[config.mk]
export PLATFORM = sky130hd
export DESIGN_NAME = cla_tree_adder
export DESIGN_NICKNAME = d
export VERILOG_FILES = /design/src/rtl/cla_tree_adder.sv
export SDC_FILE = /design/constraint.sdc
export NUM_CORES = 1
export LEC_CHECK = 0
export ABC_AREA = 1
export BUFFER_PORTS_ARGS = -buffer_cell sky130_fd_sc_hd__buf_2
export CORE_AREA = 2 2 39 41
export DETAILED_ROUTE_END_ITERATION = 16
export DIE_AREA = 0 0 41 43
export GPL_ROUTABILITY_DRIVEN = 0
export GPL_TIMING_DRIVEN = 0
export PLACE_DENSITY = 0.6
export SETUP_SLACK_MARGIN = 0.4
export SLEW_MARGIN = 25
export SYNTH_ARGS = -nofsm -noshare
export SYNTH_HDL_FRONTEND = slang
export SYNTH_SLANG_ARGS = --single-unit
[constraint.sdc]
create_clock -name vclk -period 2.79
set_input_delay 0.558 -clock vclk [all_inputs]
set_output_delay 0.558 -clock vclk [all_outputs]
set_load 0.01 [all_outputs]
[src/rtl/cla_tree_adder.sv]
module cla_tree_adder #(
  parameter int WIDTH = 8
) (
  input  logic [WIDTH-1:0] op_a,
  input  logic [WIDTH-1:0] op_b,
  input  logic             carry_in,
  output logic [WIDTH-1:0] sum,
  output logic             carry_out,
  output logic             grp_gen,
  output logic             grp_prop
);
  localparam int LEVELS = $clog2(WIDTH);

  for (genvar l = 0; l <= LEVELS; l++) begin : lvl
    localparam int NODES = WIDTH >> l;
    logic [NODES-1:0] g;
    logic [NODES-1:0] p;
    logic [NODES-1:0] c;

    if (l == 0) begin : leaf
      assign g = op_a & op_b;
      assign p = op_a ^ op_b;
    end else begin : merge
      for (genvar k = 0; k < NODES; k++) begin : node
        assign g[k] = lvl[l-1].g[2*k+1] | (lvl[l-1].p[2*k+1] & lvl[l-1].g[2*k]);
        assign p[k] = lvl[l-1].p[2*k+1] & lvl[l-1].p[2*k];
      end
    end

    if (l == LEVELS) begin : root
      assign c[0] = carry_in;
    end else begin : spread
      for (genvar k = 0; k < NODES; k++) begin : node
        if (k % 2 == 0) begin : lo
          assign c[k] = lvl[l+1].c[k/2];
        end else begin : hi
          assign c[k] = g[k-1] | (p[k-1] & lvl[l+1].c[k/2]);
        end
      end
    end
  end

  assign sum       = lvl[0].p ^ lvl[0].c;
  assign grp_gen   = lvl[LEVELS].g[0];
  assign grp_prop  = lvl[LEVELS].p[0];
  assign carry_out = grp_gen | (grp_prop & carry_in);
endmodule

After elaboration in Yosys (flattened, before gate mapping)
Cells that the tools add are included.
{"block": "word_totals", "output_inout_bits": 11, "in_bits": 17, "elab_cells": 40, "ff_bits": 0}
{"block": "classes", "bitwise": 40}
{"cell": "$and 1x1->1", "n": 22}
{"cell": "$xor 8x8->8", "n": 2}
{"cell": "$or 1x1->1", "n": 15}
{"cell": "$and 8x8->8", "n": 1}

Depth between registers and ports, before layout
Gate-level depths: netlist of run 1.
{"block": "depth", "depth_word": 11, "ltp_mapped": 9, "ltp_nobuf": 9}

Worst setup path after synthesis of run 1
No wires, ideal clock.
{"block": "synth_timing", "kind": "in2out", "start": "input op_a[3]", "end": "output sum[7]", "t_arrival_ns": 1.893, "path_slack_ns": 0.339, "t_required_ns": 2.232, "n_path_buf": 0, "cell_stages": 7, "cell_sequence": "ha_1 a21oi_1 nand3_2 nand2_1 nand2_1 fa_1 xor2_1"}
{"block": "synth_via", "elab_chain_len": 10, "elab_cells_between_ends": 15, "classes_between": "bitwise: 15"}
{"element": "start: declaration", "line_no": "4", "text": "input logic [WIDTH-1:0] op_a,"}
{"element": "$xor 8x8->8", "line_no": "22", "text": "assign p = op_a ^ op_b;"}
{"element": "$and 1x1->1 (on tied branches)", "line_no": "25, 26"}
{"element": "$or 1x1->1, or another cell as far along", "line_no": "25", "text": "assign g[k] = lvl[l-1].g[2*k+1] | (lvl[l-1].p[2*k+1] & lvl[l-1].g[2*k]);"}
{"element": "$or 1x1->1 or $and 1x1->1 (tied branches)", "line_no": "25, 37"}
{"element": "$or 1x1->1 *", "line_no": "37", "text": "assign c[k] = g[k-1] | (p[k-1] & lvl[l+1].c[k/2]);"}
{"element": "$and 1x1->1 *", "line_no": "37"}
{"element": "$or 1x1->1 *", "line_no": "37"}
{"element": "$and 1x1->1 *", "line_no": "37"}
{"element": "$or 1x1->1 *", "line_no": "37"}
{"element": "$xor 8x8->8 *", "line_no": "43", "text": "assign sum = lvl[0].p ^ lvl[0].c;"}
{"element": "end: declaration", "line_no": "7", "text": "output logic [WIDTH-1:0] sum,"}
Mark *: on every way between the ends. The rest lies on a longest branch, timed or not.

Worst setup path in the final report of run 1
{"block": "layout_timing", "start": "input op_b[3]", "end": "output sum[4]"}
{"block": "layout_via", "elab_chain_len": 6, "elab_cells_between_ends": 11, "classes_between": "bitwise: 11"}
{"element": "start: declaration", "line_no": "5", "text": "input logic [WIDTH-1:0] op_b,"}
{"element": "$xor 8x8->8", "line_no": "22"}
{"element": "$and 1x1->1 (on tied branches)", "line_no": "25, 26"}
{"element": "$or 1x1->1, or another cell as far along", "line_no": "25"}
{"element": "$or 1x1->1 or $and 1x1->1 (tied branches)", "line_no": "25, 37"}
{"element": "$or 1x1->1 *", "line_no": "37"}
{"element": "$xor 8x8->8 *", "line_no": "43"}
Marked as above.

==> results of run 1 <==
-- final timing paths --
kind	slack [ns]	startpoint	end	cells after the start
hold / removal	1.52	op_b[6]	sum[6]	3
setup / recovery	0.28	op_b[3]	sum[4]	10
-- power by group --
part | total, mW | internal (mW) | switching (mW) | leakage [nW]
registers | 0 | 0 | 0 | 0
logic | 0.204 | 0.111 | 0.0928 | 0.469
clock network | 0 | 0 | 0 | 0
-- layout make-up --
| cell class | count | area, um2 |
|---|---|---|
| fill | 128 | 536 |
| multi-input combinational | 42 | 460 |
| timing repair buffer | 40 | 308 |
| tap | 16 | 20.0 |
| inverter | 16 | 60.1 |
-- metal layers --
layer / vias to the layer above / part of all wire / wire length, um / GRT usage
met3: 0 / 0.066 / 69 / 0
met2: 15 / 0.54 / 567 / 0.231
met5: - / 0 / 0 / 0
met4: 0 / 0 / 0 / 0
met1: 215 / 0.39 / 408 / 0.175
li1: 255 / - / - / -
-- tightest hold or removal path: cells and delay by family --
| family | cells | cell delay, ns |
|---|---|---|
| buf+inv | 2 | 0.20 |
| fa+ha+maj | 1 | 0.20 |
-- Yosys cell counts --
cell type / n
a21oi_1: 1
nand2_2: 4
nand2_1: 11
nand3_2: 1
a31oi_1: 1
xor2_1: 1
nor2_1: 3
a21o_1: 1
xnor2_1: 3
nor4_1: 1
inv_1: 16
fa_1: 4
nor2_2: 1
nand3_1: 2
ha_1: 8
-- repair_timing --
| item | in CTS | in global routing |
|---|---|---|
| setup buffers | 11 | 1 |
| hold buffers | 0 | 0 |
| pin swaps | 5 | 9 |
| gates resized for setup | 17 | 19 |
| endpoints found under the setup margin | 6 | 7 |
-- cells by family after synthesis --
group | share of synthesized area
fa+ha+maj | 0.446
buf+inv | 0.149
simple gates | 0.272
xor+xnor | 0.0867
compound gates | 0.0464
-- metrics by stage --
| stage | hold WS, ns | util | area (um2) | power, mW |
|---|---|---|---|---|
| 6_report | 1.52 | 0.613 | 848 | 0.204 |
| 4_1_cts | 1.51 | 0.558 | 772 | 0.181 |
| 3_5_place_dp | 1.51 | 0.423 | 586 | 0.135 |
| 3_3_place_gp | 1.51 | 0.423 | 586 | 0.133 |
| 2_1_floorplan | 1.29 | - | 425 | 0.0881 |
| 5_1_grt | 1.54 | 0.613 | 848 | 0.224 |
==> reports/qor.yml, run 1 <==
hold_path_class: "primary input to primary output"
antenna_cells: 0
seq_cells: 0
row_count: 14
crit_path_end_kind: "primary output"
grt_max_degree: 5
dp_slack_ns: 0.145
grt_pass1_vias: 408
crit_chain: "buf_6, ha_4, nand2_4, nor2_4, nand2_2, nand3_2, inv_2, fa_2, inv_2, buf_6"
vdd_drop_max_mv: 0.121
wirelength_mm: 1.04
hold_viol: 0
drive_above_1_share: 0.653
max_stage_delay_ns: 0.53
antenna_found_initial: 0
nClkBuffers: 0
dp_cells: 102
io_buffers: 28
chipWidth_um: 41
synth_cells: 58
tightest_slew_ns: 0.207
synth_fp_nets: 87
dr.pass1.iters: 2
status: "completed"
crit_type: "primary input to primary output"
place.detailed.hpwl_um: 722
yosysTopAreaCell: "ha_1"
max-cap-violations: 0
required_ns: 2.23
slew_violations: 0
maxSlewHeadroom: 0.861
drt_iter0_drc: 1
yosys-top-cells-area: "ha_1 25%, fa_1 20%, inv_1 15%"
critPathSlowestCell: "fa_2"
routed_via_density: 4.25
area_delta_synth_final_pct: 110
rsz0062_at_grt: "yes"
p_leak_nw: 0.469
clock.fmax_ghz: 0.399
drc: 0
boundaryPins: 28
core_area_um2: 1380
crit_buf_inv: 4
dieHeight_um: 43
final_cells: 114
grt_first_pass_wirelength_mm: 1.64
fin_ws_ns: 0.282
min_period_ns: 2.51
grt_overflow: 0
mostFrequentLayoutCells: "18 x buf_2, 14 x buf_6, 13 x inv_1, 8 x buf_4, 7 x nand2_1"
antenna_left: 0
ys_types: 15
synth_seq_area_share: 0
yosys.area.top_type_share: 0.248
p_per_area_nw_per_um2: 241
grtUsageTotal: 0.129
critical-path-top-delay-family: "adder cells"
avgSynthCellArea_um2: 6.97
area.sequential_um2: 0
crit_arrival_ns: 1.95
wl_per_cell_um: 9.16
yosysWarnings: 0
initial_core_util: 0.292
dieArea_um2: 1760
mostFrequentLayoutCell: "buf_2"
cp_max_fo: 3
tns_ns: 0
finalSetupViolCount: 0
worst_setup_path_start_kind: "primary input"
fin_crit_sh: 0.899
synth_area_um2: 404
vias: 485
nets: 129
Power figures use the tool's default switching activity.
==> inputs of run 2 (changes only) <==
--- a/config.mk
+++ b/config.mk
@@ -11,7 +11,6 @@
 export DETAILED_ROUTE_END_ITERATION = 16
 export DIE_AREA = 0 0 41 43
 export GPL_ROUTABILITY_DRIVEN = 0
-export GPL_TIMING_DRIVEN = 0
 export PLACE_DENSITY = 0.6
 export SETUP_SLACK_MARGIN = 0.4
 export SLEW_MARGIN = 25
==> run 2 against run 1 <==
  * First-iteration DRC count down 100%
  * Fmax up 0.17%
  * Die area unchanged
  * Critical path type unchanged
==> reports/qor.yml, run 2 (synthesis results as in run 1) <==
crit_path_end_kind: "primary output"
hold_start: "op_b[6]"
tightest_slew_ns: 0.294
place.detailed.hpwl_um: 745
final_cells: 110
finalPower_mw: 0.178
nClkBuffers: 0
drt_iter0_drc: 0
row_count: 14
finalSetupViolCount: 0
fin_crit_sh: 0.897
status: "completed"
drive_above_1_share: 0.606
grt_overflow: 0
crit_type: "primary input to primary output"
area.sequential_um2: 0
hold_path_class: "primary input to primary output"
wl_per_cell_um: 8.75
antenna_found_initial: 0
crit_path_start: "op_a[1]"
core_area_um2: 1380
area_delta_synth_final_pct: 91.0
vias: 461
p_leak_nw: 0.437
rsz0062_at_grt: "yes"
grt_max_degree: 5
antenna_left: 0
dp_cells: 102
utilization: 0.558
grt_pass1_vias: 425
dr.pass1.iters: 1
required_ns: 2.23
chipWidth_um: 41
max-cap-violations: 0
seq_cells: 0
crit_arrival_ns: 1.95
antenna_cells: 0
mostFrequentLayoutCell: "buf_2"
worst_setup_path_start_kind: "primary input"
hold_depth: 3
boundaryPins: 28
cts_hold_buf: 0
dieArea_um2: 1760
initial_core_util: 0.292
whs_endpoint: "sum[6]"
drc: 0
routed_via_density: 4.19
min_period_ns: 2.50
clock.fmax_ghz: 0.399
io_buffers: 28
maxSlewHeadroom: 0.802
mostFrequentLayoutCells: "21 x buf_2, 14 x inv_1, 9 x nand2_1, 8 x buf_4, 7 x buf_6"
hold_viol: 0
slew_violations: 0
grt_first_pass_wirelength_mm: 1.66
grtUsageTotal: 0.130
dieHeight_um: 43
cp_max_fo: 3
nets: 125
wirelength_um: 963
vdd_drop_max_mv: 0.0978
tns_ns: 0
p_per_area_nw_per_um2: 230
[run 2: cell types whose count changed in the layout (fill, tap and decap cells not counted), moves of 2 or more]
cell     previous run  this run
nand2_2             6         4
buf_2              18        21
buf_6              14         7
nand2_1             7         9
[run 2: repair_timing]
action | CTS | global route
pin swaps | 10 | 5
endpoints found under the setup margin | 6 | 8
setup buffers | 8 | 0
gates cloned | 0 | 0
resized for setup | 18 | 3
[run 2: routing by layer]
metal / GRT usage / wire length (um) / vias up
li1: - / - / 246
met1: 0.179 / 388 / 200
met2: 0.231 / 513 / 15
met3: 0 / 61 / 0
met4: 0 / 0 / 0
met5: 0 / 0 / -
[run 2: worst max path at each step]
| stage | to | cells after the start | slack (ns) |
|---|---|---|---|
| after detailed placement | sum[5] | 10 | 0.12 |
| after global routing | sum[6] | 10 | 0.22 |
| after CTS | sum[7] | 11 | 0.26 |
| final | sum[4] | 10 | 0.29 |
| after global placement | sum[5] | 10 | 0.15 |
| after floorplan | sum[6] | 8 | 0.41 |
[run 2: layout make-up]
class | count | area (um2)
Fill cell | 131 | 612
Timing Repair Buffer | 36 | 244
Multi-Input combinational cell | 42 | 448
Tap cell | 16 | 20.0
Inverter | 16 | 60.1
[run 2: critical path: stages]
cell and delay [ns]:
buf_6 0.09, ha_4 0.28, nand2_4 0.05, nor2_4 0.11, nand2_2 0.06, nand3_2 0.08
inv_2 0.04, fa_2 0.51, inv_1 0.03, buf_2 0.12
[run 2: power breakdown]
part           internal (mW)  switching (mW)  total, mW
sequential                 0               0          0
combinational         0.0941          0.0837      0.178
clock                      0               0          0
total                 0.0941          0.0837      0.178
[run 2: metrics by stage]
| step | area, um2 | hold WS (ns) | setup slack [ns] |
|---|---|---|---|
| finish | 772 | 1.52 | 0.286 |
| global placement | 586 | 1.51 | 0.148 |
| CTS | 759 | 1.51 | 0.259 |
| global route | 772 | 1.55 | 0.219 |
| detailed placement | 586 | 1.51 | 0.124 |
| floorplan | 425 | 1.29 | 0.414 |
==> inputs of run 3 (changes only) <==
==> constraint.sdc (replaced) <==
create_clock -name vclk -period 2.79
set_input_delay 0.4185 -clock vclk [all_inputs]
set_output_delay 0.4185 -clock vclk [all_outputs]
set_load 0.01 [all_outputs]
==> run 3 against run 2 <==
  * Non-clock buffer count fell by 8
  * Via count decreased by 6.1%
  * First-iteration DRC count increased by 7
  * Sequential cell count stayed put
  * Total power decreased by 24%
  * Final cell count fell by 7.3%
  * Highest routed layer unchanged
==> reports/qor.yml, run 3 (synthesis results as in run 1) <==
status: "completed"
grt_max_degree: 5
wl_per_cell_um: 8.21
seq_cells: 0
grtUsageTotal: 0.0983
io_buffers: 28
wirelength_um: 837
mostFrequentLayoutCells: "28 x buf_2, 16 x inv_1, 11 x nand2_1, 5 x ha_1, 4 x nand2_2"
area.sequential_um2: 0
chipWidth_um: 41
crit_arrival_ns: 1.88
place_area_um2: 564
crit_chain: "buf_2, ha_1, nand2_2, inv_1, nand2_2, nand3_2, nand2_1, nand2_1, fa_2, buf_2"
finalSetupViolCount: 0
critical_path_depth: 10
crit_buf_inv: 3
max_stage_delay_ns: 0.51
antenna_found_initial: 0
required_ns: 2.37
hold_viol: 0
hold_path_class: "primary input to primary output"
core_area_um2: 1380
vias: 433
dr.pass1.iters: 4
min_period_ns: 2.30
grt_pass1_vias: 357
crit_path_end_kind: "primary output"
critical-path-top-delay-family: "adder cells"
antenna_cells: 0
drt_iter0_drc: 7
routed_via_density: 4.25
clock.fmax_ghz: 0.435
slew_violations: 0
mostFrequentLayoutCell: "buf_2"
cp-endpoint: "sum[6]"
area_delta_synth_final_pct: 50.5
drc: 0
dieArea_um2: 1760
critPathSlowestCell: "fa_2"
cp_max_fo: 3
fin_crit_sh: 0.823
boundaryPins: 28
p_leak_nw: 0.366
crit_type: "primary input to primary output"
max-cap-violations: 0
final_cells: 102
worst_setup_path_start_kind: "primary input"
crit_path_start: "op_a[2]"
p_per_area_nw_per_um2: 223
finalPower_mw: 0.136
place.detailed.hpwl_um: 751
vdd_drop_max_mv: 0.104
nets: 117
initial_core_util: 0.292
dp_cells: 102
drive_above_1_share: 0.453
rsz0062_at_grt: "yes"
maxSlewHeadroom: 0.835
nFillCells: 156
stdcell_area_um2: 608
grt_first_pass_wirelength_mm: 1.30
cts_hold_buf: 0
tightest_slew_ns: 0.245
antenna_left: 0
tns_ns: 0
row_count: 14
grt_overflow: 0
dieHeight_um: 43
nClkBuffers: 0
-- run 3: changes by cell type in the layout (fill, tap and decap cells not counted), sizes merged --
cell  before  now
buf       36   28
-- run 3: worst min path at each step --
stage / start / to / slack, ns / cells after the start
global route: carry_in / carry_out / 1.29 / 4
global placement: op_b[6] / sum[6] / 1.20 / 3
floorplan: carry_in / carry_out / 1.01 / 2
finish: carry_in / carry_out / 1.23 / 4
CTS: op_b[6] / sum[6] / 1.22 / 3
detailed placement: op_b[6] / sum[6] / 1.22 / 3
-- run 3: repair_timing --
item,4_1_cts,5_1_grt
buffers inserted,0,0
setup endpoints to repair,1,2
gates resized for setup,3,2
gates cloned,0,0
pin swaps,0,3
-- run 3: layout make-up --
class,instances,area (um2),area share
Timing Repair Buffer,28,140,0.230
Multi-Input combinational cell,42,388,0.638
Tap cell,16,20.0,0.0329
Inverter,16,60.1,0.0988
-- run 3: metal layers --
metal / share of wire / wire (um) / up-vias / track usage
li1: - / - / 231 / -
met1: 0.46 / 387 / 183 / 0.135
met2: 0.45 / 374 / 19 / 0.175
met3: 0.091 / 76 / 0 / 0
met4: 0 / 0 / 0 / 0
met5: 0 / 0 / - / 0
-- run 3: report_power, final --
part           switching [mW]  internal (mW)
clock network               0              0
logic                  0.0715         0.0640
registers                   0              0
total                  0.0715         0.0640
-- run 3: metrics by stage --
stage / hold WS [ns] / util / worst slack [ns]
after global placement: 1.20 / 0.408 / 0.404
final: 1.23 / 0.439 / 0.494
after detailed placement: 1.22 / 0.408 / 0.378
after CTS: 1.22 / 0.429 / 0.443
after floorplan: 1.01 / - / 0.618
after global routing: 1.29 / 0.439 / 0.379
